File: src/rtl/modclk_pkg.sv
package modclk_pkg;
  localparam int CFG_W    = 32;
  localparam int M_W      = 4;
  localparam int M_LSB    = 0;
  localparam int P_W      = 2;
  localparam int P_LSB    = 16;
  localparam int SEL_W    = 2;
  localparam int SEL_LSB  = 24;
  localparam int GATE_BIT = 31;

  typedef struct packed {
    logic             gate;
    logic [SEL_W-1:0] sel;
    logic [P_W-1:0]   p;
    logic [M_W-1:0]   m;
  } cfg_t;
endpackage

File: src/rtl/modclk_cfg_reg.sv
module modclk_cfg_reg
  import modclk_pkg::*;
(
  input  logic             clk,
  input  logic             rst,
  input  logic             wr_en,
  input  logic [CFG_W-1:0] wr_data,
  output cfg_t             cfg,
  output logic [CFG_W-1:0] rd_data
);
  always_ff @(posedge clk) begin
    if (rst) begin
      cfg <= '0;
    end else if (wr_en) begin
      cfg.gate <= wr_data[GATE_BIT];
      cfg.sel  <= wr_data[SEL_LSB +: SEL_W];
      cfg.p    <= wr_data[P_LSB +: P_W];
      cfg.m    <= wr_data[M_LSB +: M_W];
    end
  end

  always_comb begin
    rd_data = '0;
    rd_data[GATE_BIT]          = cfg.gate;
    rd_data[SEL_LSB +: SEL_W]  = cfg.sel;
    rd_data[P_LSB +: P_W]      = cfg.p;
    rd_data[M_LSB +: M_W]      = cfg.m;
  end

  // a cycle after reset the stored word is empty
  assert_reset_clears_R2: assert property (@(posedge clk)
    $past(rst) |-> (rd_data == '0));
endmodule

File: src/rtl/modclk_src_sel.sv
module modclk_src_sel #(
  parameter int NUM_SRC = 4,
  parameter int SEL_W   = 2
) (
  input  logic [NUM_SRC-1:0] src_tick,
  input  logic [SEL_W-1:0]   sel,
  output logic               tick
);
  logic [NUM_SRC-1:0] hit;

  for (genvar g = 0; g < NUM_SRC; g++) begin : g_src
    assign hit[g] = src_tick[g] && (sel == SEL_W'(g));
  end

  assign tick = |hit;
endmodule

File: src/rtl/modclk_divider.sv
module modclk_divider #(
  parameter int M_W   = 4,
  parameter int P_W   = 2,
  parameter int SEL_W = 2
) (
  input  logic             clk,
  input  logic             rst,
  input  logic             gate,
  input  logic [M_W-1:0]   cfg_m,
  input  logic [P_W-1:0]   cfg_p,
  input  logic [SEL_W-1:0] cfg_sel,
  input  logic             tick,
  output logic [SEL_W-1:0] eff_sel,
  output logic             div_clk,
  output logic             div_tick
);
  localparam int PC_W = (1 << P_W) - 1;
  localparam int RW   = M_W + PC_W + 1;

  logic [PC_W-1:0]  pc;
  logic [M_W-1:0]   lc;
  logic [M_W-1:0]   m_a;
  logic [P_W-1:0]   p_a;
  logic [SEL_W-1:0] sel_a;

  logic             at_start;
  logic [M_W-1:0]   e_m;
  logic [P_W-1:0]   e_p;
  logic [RW-1:0]    ratio, half, pos;
  logic [PC_W-1:0]  pre_max;
  logic             pre_last, lin_last;

  assign at_start = (pc == '0) && (lc == '0);
  assign e_m      = at_start ? cfg_m   : m_a;
  assign e_p      = at_start ? cfg_p   : p_a;
  assign eff_sel  = at_start ? cfg_sel : sel_a;

  assign ratio    = (RW'(e_m) + RW'(1)) << e_p;
  assign half     = (ratio + RW'(1)) >> 1;
  assign pos      = (RW'(lc) << e_p) + RW'(pc);
  assign pre_max  = PC_W'((RW'(1) << e_p) - RW'(1));
  assign pre_last = (pc == pre_max);
  assign lin_last = (lc == e_m);

  always_ff @(posedge clk) begin
    if (rst) begin
      pc <= '0; lc <= '0;
      m_a <= '0; p_a <= '0; sel_a <= '0;
      div_clk <= 1'b0; div_tick <= 1'b0;
    end else begin
      if (at_start) begin
        m_a <= cfg_m; p_a <= cfg_p; sel_a <= cfg_sel;
      end
      if (!gate) begin
        pc <= '0; lc <= '0;
        div_clk <= 1'b0; div_tick <= 1'b0;
      end else if (tick) begin
        div_tick <= at_start;
        div_clk  <= (pos < half);
        if (pre_last) begin
          pc <= '0;
          lc <= lin_last ? '0 : lc + 1'b1;
        end else begin
          pc <= pc + 1'b1;
        end
      end else begin
        div_tick <= 1'b0;
      end
    end
  end

  assert_gate_quiet_R8: assert property (@(posedge clk) disable iff (rst)
    !gate |=> (!div_clk && !div_tick));
  assert_tick_from_source_R6: assert property (@(posedge clk) disable iff (rst)
    div_tick |-> $past(tick && gate));
  assert_period_start_high_R7: assert property (@(posedge clk) disable iff (rst)
    div_tick |-> div_clk);
  assert_hold_idle_R10: assert property (@(posedge clk) disable iff (rst)
    (gate && !tick) |=> ($stable(div_clk) && !div_tick));
  assert_settings_frozen_R9: assert property (@(posedge clk) disable iff (rst)
    !at_start |=> ($stable(m_a) && $stable(p_a) && $stable(sel_a)));
  assert_position_bound_R5: assert property (@(posedge clk) disable iff (rst)
    pos < ratio);
endmodule

File: src/rtl/modclk_gen.sv
module modclk_gen
  import modclk_pkg::*;
#(
  parameter int NUM_SRC = 4
) (
  input  logic               clk,
  input  logic               rst,
  input  logic               cfg_we,
  input  logic [CFG_W-1:0]   cfg_wdata,
  output logic [CFG_W-1:0]   cfg_rdata,
  input  logic [NUM_SRC-1:0] src_tick,
  output logic               div_clk,
  output logic               div_tick
);
  cfg_t             cfg;
  logic [SEL_W-1:0] eff_sel;
  logic             sel_tick;

  modclk_cfg_reg u_cfg (
    .clk     (clk),
    .rst     (rst),
    .wr_en   (cfg_we),
    .wr_data (cfg_wdata),
    .cfg     (cfg),
    .rd_data (cfg_rdata)
  );

  modclk_src_sel #(.NUM_SRC(NUM_SRC), .SEL_W(SEL_W)) u_sel (
    .src_tick (src_tick),
    .sel      (eff_sel),
    .tick     (sel_tick)
  );

  modclk_divider #(.M_W(M_W), .P_W(P_W), .SEL_W(SEL_W)) u_div (
    .clk      (clk),
    .rst      (rst),
    .gate     (cfg.gate),
    .cfg_m    (cfg.m),
    .cfg_p    (cfg.p),
    .cfg_sel  (cfg.sel),
    .tick     (sel_tick),
    .eff_sel  (eff_sel),
    .div_clk  (div_clk),
    .div_tick (div_tick)
  );
endmodule

File: config.mk
export PLATFORM = sky130hd
export DESIGN_NAME = modclk_gen
export DESIGN_NICKNAME = d
export VERILOG_FILES = /design/src/rtl/modclk_pkg.sv /design/src/rtl/modclk_cfg_reg.sv /design/src/rtl/modclk_src_sel.sv /design/src/rtl/modclk_divider.sv /design/src/rtl/modclk_gen.sv
export SDC_FILE = /design/constraint.sdc
export NUM_CORES = 1
export LEC_CHECK = 0
export BUFFER_PORTS_ARGS = -buffer_cell sky130_fd_sc_hd__buf_4
export CAP_MARGIN = 40
export CELL_PAD_IN_SITES_DETAIL_PLACEMENT = 0
export CELL_PAD_IN_SITES_GLOBAL_PLACEMENT = 1
export CORE_AREA = 2 2 82 84
export CTS_CLUSTER_DIAMETER = 100
export DETAILED_ROUTE_END_ITERATION = 12
export DIE_AREA = 0 0 84 86
export GPL_ROUTABILITY_DRIVEN = 0
export GPL_TIMING_DRIVEN = 0
export PLACE_DENSITY_LB_ADDON = 0.05
export REMOVE_ABC_BUFFERS = 1
export SKIP_CTS_REPAIR_TIMING = 1
export SYNTH_ARGS = -nofsm -noshare
export SYNTH_HDL_FRONTEND = slang
export SYNTH_SLANG_ARGS = --single-unit
File: constraint.sdc
create_clock -name clk -period 11.8 [get_ports clk]
set_input_delay 0.59 -clock clk [delete_from_list [all_inputs] [get_ports clk]]
set_output_delay 0.59 -clock clk [all_outputs]
set_load 0.05 [all_outputs]
Yosys cells after proc, flatten, opt, wreduce, memory -nomap -nowiden. Index checks and enable logic that the tools add are counted.

Register bits: 26. Word-level logic and storage cells: 45.

Equality and inequality tests: 5. Multiplexer cells: 5. Add/sub/neg operators: 6. Reduce and logical (&&, ||, !) cells: 12. Bitwise logic cells: 2. Shift-type cells: 3. Order comparisons: 1.

Operators with widths (count): adder 8 x 1 -> 8 bit, second input constant (1); adder 8 x 3 -> 8 bit (1); < comparator 8 x 7 -> 1 bit (1); 2-to-1 mux 4 bit (2); << shifter 4 x 2 -> 8 bit (1); << shifter 8 x 2 -> 8 bit (1); adder 4 x 1 -> 5 bit, second input constant (1); logical AND 1 bit (5); adder 4 x 1 -> 4 bit, second input constant (1); equality test 2 bit, second input constant (2); equality test 4 bit (1); zero test 4 bit (1); 2-to-1 mux 2 bit (2); OR reduction 4 bit (1); adder 3 x 1 -> 3 bit, second input constant (1); equality test 3 bit (1); zero test 3 bit (1); 2-to-1 mux 3 bit (1); OR reduction 3 bit (1); << shifter 1 x 2 -> 3 bit, first input constant (1); subtractor 3 x 2 -> 3 bit, second input constant (1); equality test 2 x 1 -> 1 bit, second input constant (1); zero test 2 bit (1); inverter 1 bit (2); 2 further kinds (2).

Depth between registers and ports, before layout.
Depth in word-level cells: 8. Mapped depth: 21. Gate-level depth less buffers: 19.

Modules after synthesis. A second synthesis with hierarchy kept.

Cells, all modules: 314. Area, all modules: 2453.6 um^2.

By module, submodules not included: modclk_divider (cells an instance 251, area an instance 1868.0 um^2, times used 1); modclk_cfg_reg (cells an instance 62, area an instance 563.0 um^2, times used 1); modclk_src_sel (cells an instance 1, area an instance 22.5 um^2, times used 1).

Worst setup path before layout. No wires, ideal clock.

Path type: reg-to-reg. Start: register u_div.lc[1]. End: register u_div.div_clk. Cell stages (with the launch flop): 22. Slack: 7.667 ns. Path buffers: 2. Arrival time: 4.063 ns. Clock period less this slack: 4.133 ns. Library setup time: 0.070 ns. Required time: 11.730 ns. Cell sequence: dfxtp_1 -> clkbuf_1 -> inv_1 -> ha_1 -> and4bb_4 -> nand2_8 -> buf_6 -> mux2i_1 -> inv_1 -> ha_1 -> mux2i_1 -> nor2_1 -> ha_1 -> and4b_1 -> a31oi_2 -> nor3_1 -> o21ai_0 -> ha_1 -> a21o_1 -> a221oi_1 -> o211ai_1 -> a21oi_1.

Word-level cells in the longest chain between the ends: 7.

RTL lines: start: declaration (RTL line modclk_divider.sv:21) `logic [M_W-1:0] lc;`; start signal: assignment (RTL line modclk_divider.sv:62) `lc <= lin_last ? '0 : lc + 1'b1;`; zero test 4 bit (RTL line modclk_divider.sv:33) `assign at_start = (pc == '0) && (lc == '0);`; logical AND 1 bit (RTL line modclk_divider.sv:33); 2-to-1 mux 4 bit (RTL line modclk_divider.sv:34) `assign e_m = at_start ? cfg_m : m_a;`; net u_div.e_m[0] (RTL line modclk_divider.sv:27) `logic [M_W-1:0] e_m;`; adder 4 x 1 -> 5 bit (RTL line modclk_divider.sv:38) `assign ratio = (RW'(e_m) + RW'(1)) << e_p;`; << shifter 8 x 2 -> 8 bit (RTL line modclk_divider.sv:38); adder 8 x 1 -> 8 bit (RTL line modclk_divider.sv:39) `assign half = (ratio + RW'(1)) >> 1;`; < comparator 8 x 7 -> 1 bit (RTL line modclk_divider.sv:59) `div_clk <= (pos < half);`; end signal: assignment (RTL line modclk_divider.sv:59); end: declaration (RTL line modclk_divider.sv:14) `output logic div_clk,`.

The timed path passes the listed nets, and every way through them passes these cells. A chain may end at the register's enable or synchronous reset.

Worst setup path in the final report. Ends and elaborated chain as after synthesis.

==> impl_results.md <==
- Initial antenna violation count: 0
- Fill cells: 662
- Post-synth top area share: 20.73%
- CTS clk-pin slew, worst paths: 0.10 ns
- First-pass GRT wire length: 10.06 mm
- # diodes: 0
- Crit share post-route: 39.32%
- Slew HR: 66.01%
- CP startpoint: u_div.lc[1]$_SDFFE_PP0P_
- Total power: 235.2 uW
- Number of cells produced by synthesis: 304
- RR Startpoint: u_div.lc[1]$_SDFFE_PP0P_
- I/O pins: 73
- Most frequent cell after synthesis: dfxtp_1
- Met1 usage: 23.00%
- Max incr delay on CP: 0.63 ns
- R2R Path End: u_div.div_clk$_SDFFE_PP0N_
- Nets: 373
- Sequential cell area: 520.5 sq um
- Fin. max-slew vios: 0
- Ys async rst share: 0%
- Grt met2 use: 29.31%
- CP most frequent cell: ha_1
- Post-route DRC: 0
- Worst-margin pin slew: 0.5092 ns
- Die Width: 84 um
- Critical path's top delay family: compound AO/OA/AOI/OAI gates
- Drt pass-1 iters: 4
- Area of the multi-input gates: 1744 sq um
- Synth top area cells: dfxtp_1 (21%), buf_4 (7.5%), ha_1 (7.5%), mux2i_1 (7.2%), nor2_1 (3.7%)
- Number of global-route vias before repair: 2028
- Worst Hold Class: reg2reg
- Peak Freq: 215.5 MHz
- Crit path buf inv count: 2
- Warning count from the yosys run: 0
- Worst R2R Setup Slack: 7.16 ns
- Synthesized area: 2511 sq um
- Internal cell power: 147.0 uW
- Tot GR Track Use: 17.04%
- Area Overhead vs Synth: 6.826%
- Area leader, netlist: dfxtp_1
- DRT antenna net count: 0
- Min cycle time layout: 4.640 ns
- Non-Filler Instances: 394
- Switch share: 37.48%
- Placed cell count: 390
- Final hold vios: 0
- Critical-path cell list: inv_1 > ha_1 > and4bb_4 > nand2_8 > mux2i_1 > inv_1 > ha_1 > mux2i_1 > nor2_1 > ha_1 > and4b_1 > a31oi_2 > nor3_1 > o21ai_0 > ha_1 > a21o_1 > a221oi_1 > o211ai_1 > a21oi_1
- Port bufs: 26
- First-iteration detailed-routing DRC count: 77
- Pwr per Cell Area: 87.66 nW/um^2
- CP Capture Type: flip-flop
- Root Driver: clkbuf_8
- Max Fanout on Critical Path: 16
- Row cnt: 29
- Power share of the sequential group: 41.2%
- Reg2reg path depth: 19
- Synth cell types: 58
- Num CTS Buffers: 3
- Reported leakage power: 0.001149 uW
- End point of the critical path: u_div.div_clk$_SDFFE_PP0N_
- CP Depth: 19
- Combinational share of power: 33.0%
- Commonest cells post-synth: dfxtp_1 (26), buf_4 (25), nor2_1 (25)
- Routed wire length: 5.943 mm
- EDFF count, synth: 0
- Total number of vias: 2120
- RSZ-0062 raised after global routing: no
- Core area: 6277 sq um
- Worst Skew: 0.001915 ns
- Htree depth: 1
- Worst skew pair latency: 0.28 ns
- Clock Tree Buf Depth: 2
- CP Class: reg2reg
- Sequential area share after synthesis: 20.73%
- GRT met3 Usage: 1.732%
- Average size of a mapped cell: 8.260 sq um
- HP Start: u_div.div_clk$_SDFFE_PP0N_
- Synthesized flop and latch total: 26
- DPL Wire Length: 4.579 mm
- Main flop type after synthesis: dfxtp_1
- Die area: 7224 sq um
- Remaining Overflow, GRT: 0
- Final setup fails: 0
- CP max stage cell: dfxtp_1
- Maximum VDD drop: 0.05860 mV
- WP data required: 12.01 ns
- Clk pwr share: 25.8%
- Fin util: 42.73%
- Starting Density: 40.00%
- Via-to-Cell Ratio: 5.381
- # clock sinks: 26
- Largest net degree at the start of global routing: 20
- Clock tree from TritonCTS: yes
- Die Ht: 86 um
- Outcome: complete, no violations
- Layout cells sized above 1: 15.14%
- Arr. time, crit path: 4.85 ns
- Type of origin of the critical path: flip-flop
- Wire length per cell: 15.08 um
- Setup TNS Final: 0 ns
- Top Usage Layer GRT: met2
- Max_cap viols: 0
- Net Sw Power: 88.14 uW
[layout make-up]
cell class | instances | area share [%]
Multi-Input combinational cell | 242 | 65.02
Sequential cell | 26 | 19.40
Timing Repair Buffer | 26 | 7.276
Tap cell | 77 | 3.591
Inverter | 19 | 2.659
Clock buffer | 4 | 2.052
[state kept, by name (all words and copies together) (netlist names)]
name / count
u_div.m_a: 4
u_cfg.cfg: 9
u_div.pc: 3
u_div.div_clk: 1
u_div.sel_a: 2
u_div.p_a: 2
u_div.lc: 4
u_div.div_tick: 1
[metrics by stage]
stage / hold slack (ns) / setup WS, ns / instance area [sq um]
floorplan: 0.4900 / 7.883 / 2336
global placement: 0.4431 / 7.190 / 2628
detailed placement: 0.4467 / 7.151 / 2628
CTS: 0.4608 / 7.128 / 2683
global route: 0.5148 / 6.738 / 2683
finish: 0.4579 / 7.160 / 2683
[layer usage]
metal	up-vias	part of all wire, %
li1	1077	-
met2	57	46
met5	-	0
met3	7	3.5
met4	0	1.6
met1	979	49
[power by group through the flow]
stage / clock network [uW] / registers [uW] / logic [uW]
2_1_floorplan: 0 / 104 / 53.2
3_3_place_gp: 0 / 98.9 / 77.8
3_5_place_dp: 0 / 98.9 / 77.6
4_1_cts: 62.3 / 96.9 / 78.1
5_1_grt: 66.5 / 97.8 / 84.4
6_report: 60.6 / 96.8 / 77.7
[layout by cell type, fill, tap and decap left out, types with 2 or more instances in the layout]
cell type	instances
o211ai_1	7
mux4_2	2
inv_1	18
nand2b_1	12
a21o_1	7
buf_4	26
clkbuf_8	4
a211oi_1	3
a211oi_2	3
ha_1	15
dfxtp_1	26
or3_1	3
nor4_1	4
mux2i_4	2
o211a_1	2
xnor2_1	6
o221ai_1	3
nor2_1	25
nand3_1	11
a31oi_1	4
o22ai_1	3
nor3_1	4
nand4_1	7
a21oi_1	12
nor2b_1	5
conb_1	23
xor2_1	3
and3_1	3
nand2_1	16
and4b_1	3
mux2i_1	18
mux2_2	3
o21ai_0	11
and3b_1	2
[worst reg2reg max path: cells and delay by family (launching register included)]
family	cells	cell delay, ns
AOI/OAI and AO/OA	6	1.23
adders and majority gates	4	1.13
and+or+nand+nor	5	0.79
DFF	1	0.63
muxes	2	0.57
buffers and inverters	2	0.26
[cell families (layout without fill, tap and decap cells)]
logic type | after synthesis | after routing | synth area share, %
buf+inv | 58 | 49 | 13.10
xor+xnor | 9 | 9 | 3.139
mux | 25 | 25 | 12.11
compound gates | 66 | 66 | 19.68
simple gates | 103 | 103 | 22.82
fa+ha+maj | 16 | 16 | 8.271
other cells | 1 | 23 | 0.1493
flops | 26 | 26 | 20.73
[how the worst min path moves through the flow]
stage                                 endpoint  cells after the start  slack, ns
floorplan             u_div.pc[1]$_SDFFE_PP0N_                      2       0.49
global placement    u_div.div_clk$_SDFFE_PP0N_                      2       0.44
detailed placement  u_div.div_clk$_SDFFE_PP0N_                      2       0.45
CTS                 u_div.div_clk$_SDFFE_PP0N_                      2       0.46
global route        u_div.div_clk$_SDFFE_PP0N_                      2       0.51
finish              u_div.div_clk$_SDFFE_PP0N_                      2       0.46
Power figures use the tool's default switching activity.
